**config.mk**
```make
export PLATFORM = sky130hd
export DESIGN_NAME = dma_sideband_ctrl
export DESIGN_NICKNAME = d
export VERILOG_FILES = /design/src/rtl/dsc_pkg.sv /design/src/rtl/dsc_regs.sv /design/src/rtl/dsc_producer.sv /design/src/rtl/dsc_consumer.sv /design/src/rtl/dma_sideband_ctrl.sv
export SDC_FILE = /design/constraint.sdc
export NUM_CORES = 1
export LEC_CHECK = 0
export BUFFER_PORTS_ARGS = -buffer_cell sky130_fd_sc_hd__buf_4
export CAP_MARGIN = 15
export CORE_MARGIN = 5
export CORE_UTILIZATION = 55
export DETAILED_ROUTE_END_ITERATION = 7
export GPL_ROUTABILITY_DRIVEN = 0
export GPL_TIMING_DRIVEN = 0
export PLACE_DENSITY_LB_ADDON = 0.12
export SYNTH_ARGS = -nofsm -noshare
export SYNTH_HDL_FRONTEND = slang
export SYNTH_HIERARCHICAL = 1
export SYNTH_SLANG_ARGS = --single-unit
```
**constraint.sdc**
```tcl
create_clock -name clk -period 8.7 [get_ports clk]
set_input_delay 1.74 -clock clk [delete_from_list [all_inputs] [get_ports clk]]
set_output_delay 1.74 -clock clk [all_outputs]
set_load 0.02 [all_outputs]
```
**src/rtl/dsc_pkg.sv**
```systemverilog
package dsc_pkg;

  // Counter width is fixed by the tracker word layout (two 16-bit halves).
  localparam int CNT_W = 16;

  localparam logic [7:0] OFS_CFG    = 8'h00;
  localparam logic [7:0] OFS_STAT   = 8'h04;
  localparam logic [7:0] OFS_SRST   = 8'h08;
  localparam logic [7:0] OFS_PSTART = 8'h0C;
  localparam logic [7:0] OFS_CSTART = 8'h10;
  localparam logic [7:0] OFS_PPIPE  = 8'h14;
  localparam logic [7:0] OFS_CPIPE  = 8'h18;
  localparam logic [7:0] OFS_PID    = 8'h1C;
  localparam logic [7:0] OFS_TRK    = 8'h20;
  localparam logic [7:0] OFS_BLK    = 8'h24;
  localparam logic [7:0] OFS_TXN    = 8'h28;

  localparam int NUM_SIZE = 4;
  localparam int SZ_PPIPE = 0;
  localparam int SZ_CPIPE = 1;
  localparam int SZ_BLK   = 2;
  localparam int SZ_TXN   = 3;

  typedef struct packed {
    logic       endless;
    logic       direct;
    logic       bypass;
    logic       txn_en;
    logic [1:0] cons_sel;
    logic [1:0] prod_sel;
  } cfg_t;

  function automatic logic [7:0] size_ofs(input int idx);
    case (idx)
      SZ_PPIPE: size_ofs = OFS_PPIPE;
      SZ_CPIPE: size_ofs = OFS_CPIPE;
      SZ_BLK:   size_ofs = OFS_BLK;
      default:  size_ofs = OFS_TXN;
    endcase
  endfunction

  function automatic cfg_t cfg_from_word(input logic [31:0] w);
    cfg_t c;
    c.prod_sel = w[1:0];
    c.cons_sel = w[3:2];
    c.txn_en   = w[4];
    c.bypass   = w[16];
    c.direct   = w[17];
    c.endless  = w[18];
    return c;
  endfunction

  function automatic logic [31:0] cfg_to_word(input cfg_t c);
    return {13'd0, c.endless, c.direct, c.bypass, 11'd0, c.txn_en, c.cons_sel, c.prod_sel};
  endfunction

  // True when adding 'add' to 'cnt' reaches or passes 'limit'.
  function automatic logic reaches(input logic [CNT_W-1:0] cnt,
                                   input logic [CNT_W-1:0] add,
                                   input logic [CNT_W-1:0] limit);
    logic [CNT_W:0] sum;
    sum = {1'b0, cnt} + {1'b0, add};
    return sum >= {1'b0, limit};
  endfunction

endpackage

```
**src/rtl/dsc_regs.sv**
```systemverilog
module dsc_regs
  import dsc_pkg::*;
#(
  parameter int AW = 8
) (
  input  logic             clk,
  input  logic             rst_n,
  input  logic             bus_wr,
  input  logic [AW-1:0]    bus_addr,
  input  logic [31:0]      bus_wdata,
  output logic [31:0]      bus_rdata,
  input  logic             prod_idle,
  input  logic             cons_idle,
  input  logic [CNT_W-1:0] blk_cnt,
  input  logic [CNT_W-1:0] txn_cnt,
  output cfg_t             cfg,
  output logic [31:0]      size_q [NUM_SIZE],
  output logic             soft_rst,
  output logic             prod_start,
  output logic             cons_start
);

  function automatic logic hit(input logic [AW-1:0] a, input logic [7:0] ofs);
    return a == AW'(ofs);
  endfunction

  logic [4:0] pid_prod_q;
  logic [4:0] pid_cons_q;

  assign soft_rst   = bus_wr && hit(bus_addr, OFS_SRST);
  assign prod_start = bus_wr && hit(bus_addr, OFS_PSTART);
  assign cons_start = bus_wr && hit(bus_addr, OFS_CSTART);

  always_ff @(posedge clk or negedge rst_n) begin
    if (!rst_n) begin
      cfg <= '0;
    end else if (soft_rst) begin
      cfg <= '0;
    end else if (bus_wr && hit(bus_addr, OFS_CFG)) begin
      cfg <= cfg_from_word(bus_wdata);
    end
  end

  always_ff @(posedge clk or negedge rst_n) begin
    if (!rst_n) begin
      pid_prod_q <= '0;
      pid_cons_q <= '0;
    end else if (soft_rst) begin
      pid_prod_q <= '0;
      pid_cons_q <= '0;
    end else if (bus_wr && hit(bus_addr, OFS_PID)) begin
      pid_prod_q <= bus_wdata[4:0];
      pid_cons_q <= bus_wdata[20:16];
    end
  end

  for (genvar i = 0; i < NUM_SIZE; i++) begin : g_size
    always_ff @(posedge clk or negedge rst_n) begin
      if (!rst_n) begin
        size_q[i] <= '0;
      end else if (soft_rst) begin
        size_q[i] <= '0;
      end else if (bus_wr && hit(bus_addr, size_ofs(i))) begin
        size_q[i] <= bus_wdata;
      end
    end
  end

  always_comb begin
    bus_rdata = '0;
    if (hit(bus_addr, OFS_CFG))   bus_rdata = cfg_to_word(cfg);
    if (hit(bus_addr, OFS_STAT))  bus_rdata = {15'd0, cons_idle, 15'd0, prod_idle};
    if (hit(bus_addr, OFS_PID))   bus_rdata = {11'd0, pid_cons_q, 11'd0, pid_prod_q};
    if (hit(bus_addr, OFS_TRK))   bus_rdata = {txn_cnt, blk_cnt};
    if (hit(bus_addr, OFS_PPIPE)) bus_rdata = size_q[SZ_PPIPE];
    if (hit(bus_addr, OFS_CPIPE)) bus_rdata = size_q[SZ_CPIPE];
    if (hit(bus_addr, OFS_BLK))   bus_rdata = size_q[SZ_BLK];
    if (hit(bus_addr, OFS_TXN))   bus_rdata = size_q[SZ_TXN];
  end

endmodule

```
**src/rtl/dsc_producer.sv**
```systemverilog
module dsc_producer
  import dsc_pkg::*;
#(
  parameter int BEAT_W = 4
) (
  input  logic              clk,
  input  logic              rst_n,
  input  logic              soft_rst,
  input  logic              start,
  input  logic              valid,
  input  logic [BEAT_W-1:0] bytes,
  input  logic [CNT_W-1:0]  blk_size,
  input  logic [CNT_W-1:0]  txn_size,
  input  logic              txn_en,
  input  logic              bypass,
  output logic              busy,
  output logic [CNT_W-1:0]  blk_cnt,
  output logic [CNT_W-1:0]  txn_cnt,
  output logic              blk_hit,
  output logic              txn_hit,
  output logic              blk_end,
  output logic              txn_end
);

  logic             active;
  logic [CNT_W-1:0] add;

  assign active  = busy && valid;
  assign add     = CNT_W'(bytes);
  assign blk_hit = active && reaches(blk_cnt, add, blk_size);
  assign txn_hit = active && txn_en && reaches(txn_cnt, add, txn_size);

  always_ff @(posedge clk or negedge rst_n) begin
    if (!rst_n) begin
      busy    <= 1'b0;
      blk_cnt <= '0;
      txn_cnt <= '0;
    end else if (soft_rst) begin
      busy    <= 1'b0;
      blk_cnt <= '0;
      txn_cnt <= '0;
    end else if (start) begin
      busy    <= 1'b1;
      blk_cnt <= '0;
      txn_cnt <= '0;
    end else if (txn_hit) begin
      busy    <= 1'b0;
      blk_cnt <= '0;
      txn_cnt <= '0;
    end else if (active) begin
      blk_cnt <= blk_hit ? '0 : blk_cnt + add;
      txn_cnt <= txn_cnt + add;
    end
  end

  always_ff @(posedge clk or negedge rst_n) begin
    if (!rst_n) begin
      blk_end <= 1'b0;
      txn_end <= 1'b0;
    end else if (soft_rst || start) begin
      blk_end <= 1'b0;
      txn_end <= 1'b0;
    end else begin
      blk_end <= blk_hit && !bypass;
      txn_end <= txn_hit && !bypass;
    end
  end

endmodule

```
**src/rtl/dsc_consumer.sv**
```systemverilog
module dsc_consumer
  import dsc_pkg::*;
#(
  parameter int BEAT_W = 4
) (
  input  logic              clk,
  input  logic              rst_n,
  input  logic              soft_rst,
  input  logic              start,
  input  logic              valid,
  input  logic [BEAT_W-1:0] bytes,
  input  logic [CNT_W-1:0]  pipe_size,
  input  logic              endless,
  output logic              busy,
  output logic              done_hit
);

  logic [CNT_W-1:0] cnt;
  logic [CNT_W-1:0] add;
  logic             active;

  assign add      = CNT_W'(bytes);
  assign active   = busy && valid;
  assign done_hit = active && !endless && reaches(cnt, add, pipe_size);

  always_ff @(posedge clk or negedge rst_n) begin
    if (!rst_n) begin
      busy <= 1'b0;
      cnt  <= '0;
    end else if (soft_rst) begin
      busy <= 1'b0;
      cnt  <= '0;
    end else if (start) begin
      busy <= 1'b1;
      cnt  <= '0;
    end else if (done_hit) begin
      busy <= 1'b0;
      cnt  <= '0;
    end else if (active) begin
      cnt  <= cnt + add;
    end
  end

endmodule

```
**src/rtl/dma_sideband_ctrl.sv**
```systemverilog
module dma_sideband_ctrl
  import dsc_pkg::*;
#(
  parameter int AW     = 8,
  parameter int BEAT_W = 4
) (
  input  logic              clk,
  input  logic              rst_n,
  input  logic              bus_wr,
  input  logic [AW-1:0]     bus_addr,
  input  logic [31:0]       bus_wdata,
  output logic [31:0]       bus_rdata,
  input  logic              prod_valid,
  input  logic [BEAT_W-1:0] prod_bytes,
  input  logic              cons_valid,
  input  logic [BEAT_W-1:0] cons_bytes,
  output logic              blk_end_o,
  output logic              txn_end_o,
  output logic              prod_idle_o,
  output logic              cons_idle_o
);

  cfg_t             cfg;
  logic [31:0]      size_q [NUM_SIZE];
  logic             soft_rst;
  logic             prod_start;
  logic             cons_start;
  logic             prod_busy;
  logic             cons_busy;
  logic             cons_done;
  logic [CNT_W-1:0] blk_cnt;
  logic [CNT_W-1:0] txn_cnt;
  logic             blk_hit;
  logic             txn_hit;
  logic             cfg_bypass;
  logic             cfg_txn_en;

  assign cfg_bypass  = cfg.bypass;
  assign cfg_txn_en  = cfg.txn_en;
  assign prod_idle_o = !prod_busy || cfg_bypass;
  assign cons_idle_o = !cons_busy || cfg_bypass;

  dsc_regs #(.AW(AW)) regs_i (
    .clk        (clk),
    .rst_n      (rst_n),
    .bus_wr     (bus_wr),
    .bus_addr   (bus_addr),
    .bus_wdata  (bus_wdata),
    .bus_rdata  (bus_rdata),
    .prod_idle  (prod_idle_o),
    .cons_idle  (cons_idle_o),
    .blk_cnt    (blk_cnt),
    .txn_cnt    (txn_cnt),
    .cfg        (cfg),
    .size_q     (size_q),
    .soft_rst   (soft_rst),
    .prod_start (prod_start),
    .cons_start (cons_start)
  );

  dsc_producer #(.BEAT_W(BEAT_W)) prod_i (
    .clk      (clk),
    .rst_n    (rst_n),
    .soft_rst (soft_rst),
    .start    (prod_start),
    .valid    (prod_valid),
    .bytes    (prod_bytes),
    .blk_size (size_q[SZ_BLK][CNT_W-1:0]),
    .txn_size (size_q[SZ_TXN][CNT_W-1:0]),
    .txn_en   (cfg_txn_en),
    .bypass   (cfg_bypass),
    .busy     (prod_busy),
    .blk_cnt  (blk_cnt),
    .txn_cnt  (txn_cnt),
    .blk_hit  (blk_hit),
    .txn_hit  (txn_hit),
    .blk_end  (blk_end_o),
    .txn_end  (txn_end_o)
  );

  dsc_consumer #(.BEAT_W(BEAT_W)) cons_i (
    .clk       (clk),
    .rst_n     (rst_n),
    .soft_rst  (soft_rst),
    .start     (cons_start),
    .valid     (cons_valid),
    .bytes     (cons_bytes),
    .pipe_size (size_q[SZ_CPIPE][CNT_W-1:0]),
    .endless   (cfg.endless),
    .busy      (cons_busy),
    .done_hit  (cons_done)
  );

endmodule

```
## After elaboration in Yosys (flattened, before gate mapping)

Index checks and enable logic that the tools add are counted.

| word-level totals | value |
|---|---|
| bits in registers | 198 |
| latch bits | 0 |
| bits in writable memories | 0 |
| memory bits (read-only) | 0 |
| input port bits | 53 |
| output and inout port bits | 36 |
| logic and storage cells | 117 |
| memories kept | 0 |

| operators by class | value |
|---|---|
| $add $sub $neg | 6 |
| $mul | 0 |
| divide/modulo/power cells | 0 |
| $lt $le $gt $ge | 3 |
| equal/unequal tests | 10 |
| shift operators | 0 |
| muxes and demuxes | 43 |
| bitwise logic cells | 0 |
| reductions and logical operators | 36 |

Operators by type and width:

| operator | count |
|---|---|
| $mux 32 | 13 |
| $mux 16 | 13 |
| $add 16x4->17 | 3 |
| $ge 17x16->1 | 3 |
| $add 16x4->16 | 3 |
| $mux 19 | 2 |
| $eq 8x5->1 const B | 4 |
| $eq 8x6->1 const B | 3 |
| $mux 21 | 1 |
| $mux 5 | 4 |
| $logic_and 1x1->1 | 18 |
| $eq 8x4->1 const B | 2 |
| $mux 8 | 2 |
| $reduce_bool 2->1 | 6 |
| $eq 8x3->1 const B | 1 |
| $logic_not 8->1 | 1 |
| $mux 1 | 8 |
| $reduce_bool 4->1 | 2 |
| $reduce_bool 3->1 | 2 |
| $logic_not 1->1 | 4 |
| $logic_or 1x1->1 | 3 |

## Longest topological paths before layout

| depth | value |
|---|---|
| depth after elaboration | 9 |
| depth in mapped cells | 16 |
| gate-level depth less buffers | 15 |

## Cells and area by module

Netlist, hierarchy kept.

By module, submodules not included:

| module | instances | cells an instance | area an instance (um^2) | seq. area each (um^2) |
|---|---|---|---|---|
| dsc_regs | 1 | 904 | 7726.2 | 3653.5 |
| dsc_producer | 1 | 375 | 3136.8 | 875.8 |
| dsc_consumer | 1 | 162 | 1496.4 | 425.4 |
| dma_sideband_ctrl | 1 | 2 | 12.5 | 0.0 |

## Least setup slack after synthesis

No wires, ideal clock.

| timing | value |
|---|---|
| path type | input to output |
| start point | input port bus_addr[1] |
| end point | output port bus_rdata[0] |
| arrival time | 3.314 ns |
| required time | 6.960 ns |
| path slack | 3.646 ns |
| stages | 5 |
| path buffers | 1 |
| path through | clkbuf_1 or4_1 a211o_1 a32o_1 a22oi_1 |

| between the ends | value |
|---|---|
| longest elaborated chain between the ends | 9 |

RTL lines:

| item | RTL line | text |
|---|---|---|
| start: declaration | dma_sideband_ctrl.sv:10 | `input logic [AW-1:0] bus_addr,` |
| $logic_not 8->1 | dsc_regs.sv:24 | `return a == AW'(ofs);` |
| $mux 19 | dsc_regs.sv:71 | `if (hit(bus_addr, OFS_CFG)) bus_rdata = cfg_to_word(cfg);` |
| $mux 19 | dsc_regs.sv:72 | `if (hit(bus_addr, OFS_STAT)) bus_rdata = {15'd0, cons_idle, 15'd0, prod_idle};` |
| $mux 21 | dsc_regs.sv:73 | `if (hit(bus_addr, OFS_PID)) bus_rdata = {11'd0, pid_cons_q, 11'd0, pid_prod_q};` |
| $mux 32 | dsc_regs.sv:74 | `if (hit(bus_addr, OFS_TRK)) bus_rdata = {txn_cnt, blk_cnt};` |
| $mux 32 | dsc_regs.sv:75 | `if (hit(bus_addr, OFS_PPIPE)) bus_rdata = size_q[SZ_PPIPE];` |
| $mux 32 | dsc_regs.sv:76 | `if (hit(bus_addr, OFS_CPIPE)) bus_rdata = size_q[SZ_CPIPE];` |
| $mux 32 | dsc_regs.sv:77 | `if (hit(bus_addr, OFS_BLK)) bus_rdata = size_q[SZ_BLK];` |
| $mux 32 * | dsc_regs.sv:78 | `if (hit(bus_addr, OFS_TXN)) bus_rdata = size_q[SZ_TXN];` |
| end: declaration | dma_sideband_ctrl.sv:12 | `output logic [31:0] bus_rdata,` |

Every way passes the cells marked *; elsewhere a longest branch is shown, timed or not.

## Worst setup path in the final report

| timing | value |
|---|---|
| start point | input port bus_addr[3] |
| end point | output port bus_rdata[16] |

Same word-level chain as after synthesis.

==> metrics.yaml <==
outcome:
  status: "finished, final reports clean"
clock_network:
  cts_buffers: 17
  cts_sinks: 198
  hold_buffers: 0
  clkSlewWorstSetupHoldPaths_ns: 0.08
  cts_root_buf: "clkbuf_16"
  clockBufferDepth: 2
  cts-htree-levels: 4
  cts_tree: "done"
  worstSkewPairLatency_ns: 0.44
  post_cts_buffers: 0
  post_cts_resized: 0
critical_path:
  path_class: "primary input to primary output"
  slowest_stage: "clkbuf_1"
  critPathMaxFanout: 10
  cp_common_cell: "buf_4"
  worstSetupStartpointType: "primary input"
  cp-startpoint: "bus_addr[3]"
  crit_family: "buffers and inverters"
  crit_chain: "buf_4, buf_2, buf_1, clkbuf_1, a21oi_1, a311oi_1, o21ai_0, o21bai_1, buf_4"
  worstPathRequired_ns: 6.96
  critPathMaxStageDelay_ns: 0.71
  endpoint_kind: "primary output"
  arrival_ns: 4.33
  path_buf_inv: 5
  timing.rr.start: "prod_i/blk_cnt[0]"
sta:
  tns_ns: 0
  tightest_slew_ns: 1.108
  relSlewSlack_pct: 25.53
  setup_viol: 0
  drv_slew: 0
  finClkSkew_ns: 0.008627
  finalCritPeriodShare_pct: 69.82
  clock.fmax_mhz: 164.6
  rsz0062_at_grt: "false"
  fin_crit_ns: 6.074
  hold_viol_final: 0
die:
  fp-row-count: 54
  top_level_ports: 89
  die_height_um: 160.0
  start_util_pct: 56.34
  die_area_um2: 25590
  die_w_um: 160.0
  coreArea_um2: 21960
final_layout:
  area_growth_pct: 13.45
  fillers: 1862
  antenna_cells: 0
  drive_above_1_share_pct: 13.01
  fin_area_um2: 14040
  fin_cells: 1840
  num-nets-final: 1663
global_routing:
  grt_pass1_wl_um: 64710
  antenna_found_initial: 0
  grt_pass1_vias: 11255
  grt_overflow: 0
  grt_max_degree: 108
  grt_usage_pct: 32.58
run:
  maxCapViolCount: 0
synth:
  ys_warn_count: 6
  syn_nets: 1559
  synth.area.top_cells: "dfrtp_1 (40%), nand2_1 (9.5%), a21oi_1 (7.4%)"
  synthDistinctLibCells: 79
  syn-cell-area_um2: 12370
  ys_ff_latch: 198
  avgSynthCellArea_um2: 8.574
  synth_edf_count: 0
  synth_area_leader_cell: "dfrtp_1"
  synth.top_cell.area_share_pct: 40.05
  ys.flop_type: "dfrtp_1"
  synthCells: 1443
  async_flop_share_pct: 100.0
  synth_seq_area_share_pct: 40.05
routing:
  remaining_drc_errors: 0
  routedWlPerCell_um: 22.87
  antenna_left: 0
  vias_per_cell: 6.354
  routed_wl_um: 42080
  firstDrtPassIters: 8
  drt_iter0_markers: 1607
  vias: 11691
place:
  placedInstanceArea_um2: 13390
  place_inst: 1808
  dp_hpwl_um: 31350
  portBuffers: 84
pwr:
  vdd_drop_max_mv: 0.1235
  p_per_area_nw_per_um2: 182.7
  p_leak_nw: 6.275
min_path:
  holdCritStartpoint: "regs_i/cfg[1]"
  hold_class: "register to register"
==> layout make-up <==
class                      instances  area (µm²)  area share, %
timing repair buffer              85       665.6          4.742
tap                              280       350.3          2.496
multi-input combinational       1076        6615          47.13
sequential                       198        4955          35.30
buffer                           100       543.0          3.869
clock buffer                      17       425.4          3.031
clock inverter                    15       222.7          1.587
inverter                          69       259.0          1.845
==> per-layer routing <==
layer | vias up | track usage [%] | wire [µm]
met3 | 124 | 8.041 | 4413
met4 | 0 | 15.96 | 2199
met2 | 696 | 50.08 | 18790
li1 | 5261 | - | -
met5 | - | 0 | 0
met1 | 5610 | 43.24 | 16680
==> synth_stat cells (all sizes together), types with 16 or more instances <==
cell,instances
o22a,18
inv,69
a22oi,36
nor2,90
nand2,313
a22o,29
nand4,16
a21oi,183
and3,17
buf,61
nand3,32
nor2b,23
ha,60
dfrtp,198
xnor2,39
clkbuf,39
o21ai,19
==> state kept, by name, indices dropped and copies added, names as in the netlist, 5 cells and up <==
register / cells
cons_i/cnt: 16
prod_i/blk_cnt: 16
prod_i/txn_cnt: 16
regs_i/cfg: 8
regs_i/pid_cons_q: 5
regs_i/pid_prod_q: 5
regs_i/size_q: 128
==> metrics by stage <==
step / power, mW / worst slack (ns) / hold slack, ns / util, %
final: 2.564 / 2.626 / 0.5171 / 63.92
after global routing: 2.696 / 2.621 / 0.5360 / 63.92
after detailed placement: 1.694 / 2.803 / 0.4924 / 60.97
after floorplan: 1.481 / 3.646 / 0.4690 / -
after CTS: 2.569 / 2.800 / 0.5131 / 63.92
after global placement: 1.670 / 2.812 / 0.4879 / 60.81
==> power by group <==
group	internal [mW]	switching (mW)	total, mW
combinational	0.262	0.357	0.619
sequential	0.982	0.0849	1.07
clock	0.472	0.405	0.878
==> worst register-to-register path, cell delays in order (launching register included) <==
cell and delay, ns:
dfrtp_1 0.47, ha_1 0.22, inv_1 0.06, fa_1 0.40
nand2b_1 0.20, a211oi_1 0.80, nand4_1 0.22, xnor2_1 0.27
ha_1 0.29, o21a_1 0.13, o21ai_0 0.44, a311oi_2 0.15
a2111oi_2 0.66, a21oi_1 0.11, nor3_1 0.16
==> path summary, 6_finish.rpt <==
| path | endpoint | slack (ns) | depth (start not counted) |
|---|---|---|---|
| setup / recovery | bus_rdata[16] | 2.63 | 9 |
| hold / removal | regs_i/cfg[1] | 0.52 | 1 |
| setup reg to reg | prod_i/blk_cnt[5] | 4.05 | 14 |
| hold reg to reg | regs_i/cfg[1] | 0.52 | 1 |
| max in group asynchronous | prod_i/txn_cnt[6] | 6.38 | 2 |
| min in group asynchronous | cons_i/cnt[0] | 1.35 | 1 |
==> cell families (layout without fill, tap and decap cells) <==
kind of cell | Yosys count | count (layout) | share of synthesized area, %
AO/OA/AOI/OAI | 393 | 393 | 21.29
AND/OR/NAND/NOR | 551 | 551 | 20.55
flip-flops | 198 | 198 | 40.05
adder cells (fa/ha/maj) | 63 | 63 | 6.553
buffers and inverters | 169 | 286 | 6.483
XOR/XNOR | 53 | 53 | 3.752
multiplexers | 16 | 16 | 1.325
==> placed cells by master, fill, tap and decap left out, drive strengths merged, types with 10 or more instances in the layout <==
cell type,instances
nand4,16
nand3,32
dfrtp,198
mux2i,13
inv,78
xor2,14
ha,60
clkbuf,56
o22a,18
nand2,313
and3,17
a2bb2oi,10
nand2b,10
nor2b,23
buf,146
a211oi,13
xnor2,39
o21ai,19
nor2,90
o22ai,14
a22oi,36
a21oi,183
a221oi,10
a22o,29
a32oi,14
No activity file was read; power rests on OpenSTA's default activity.
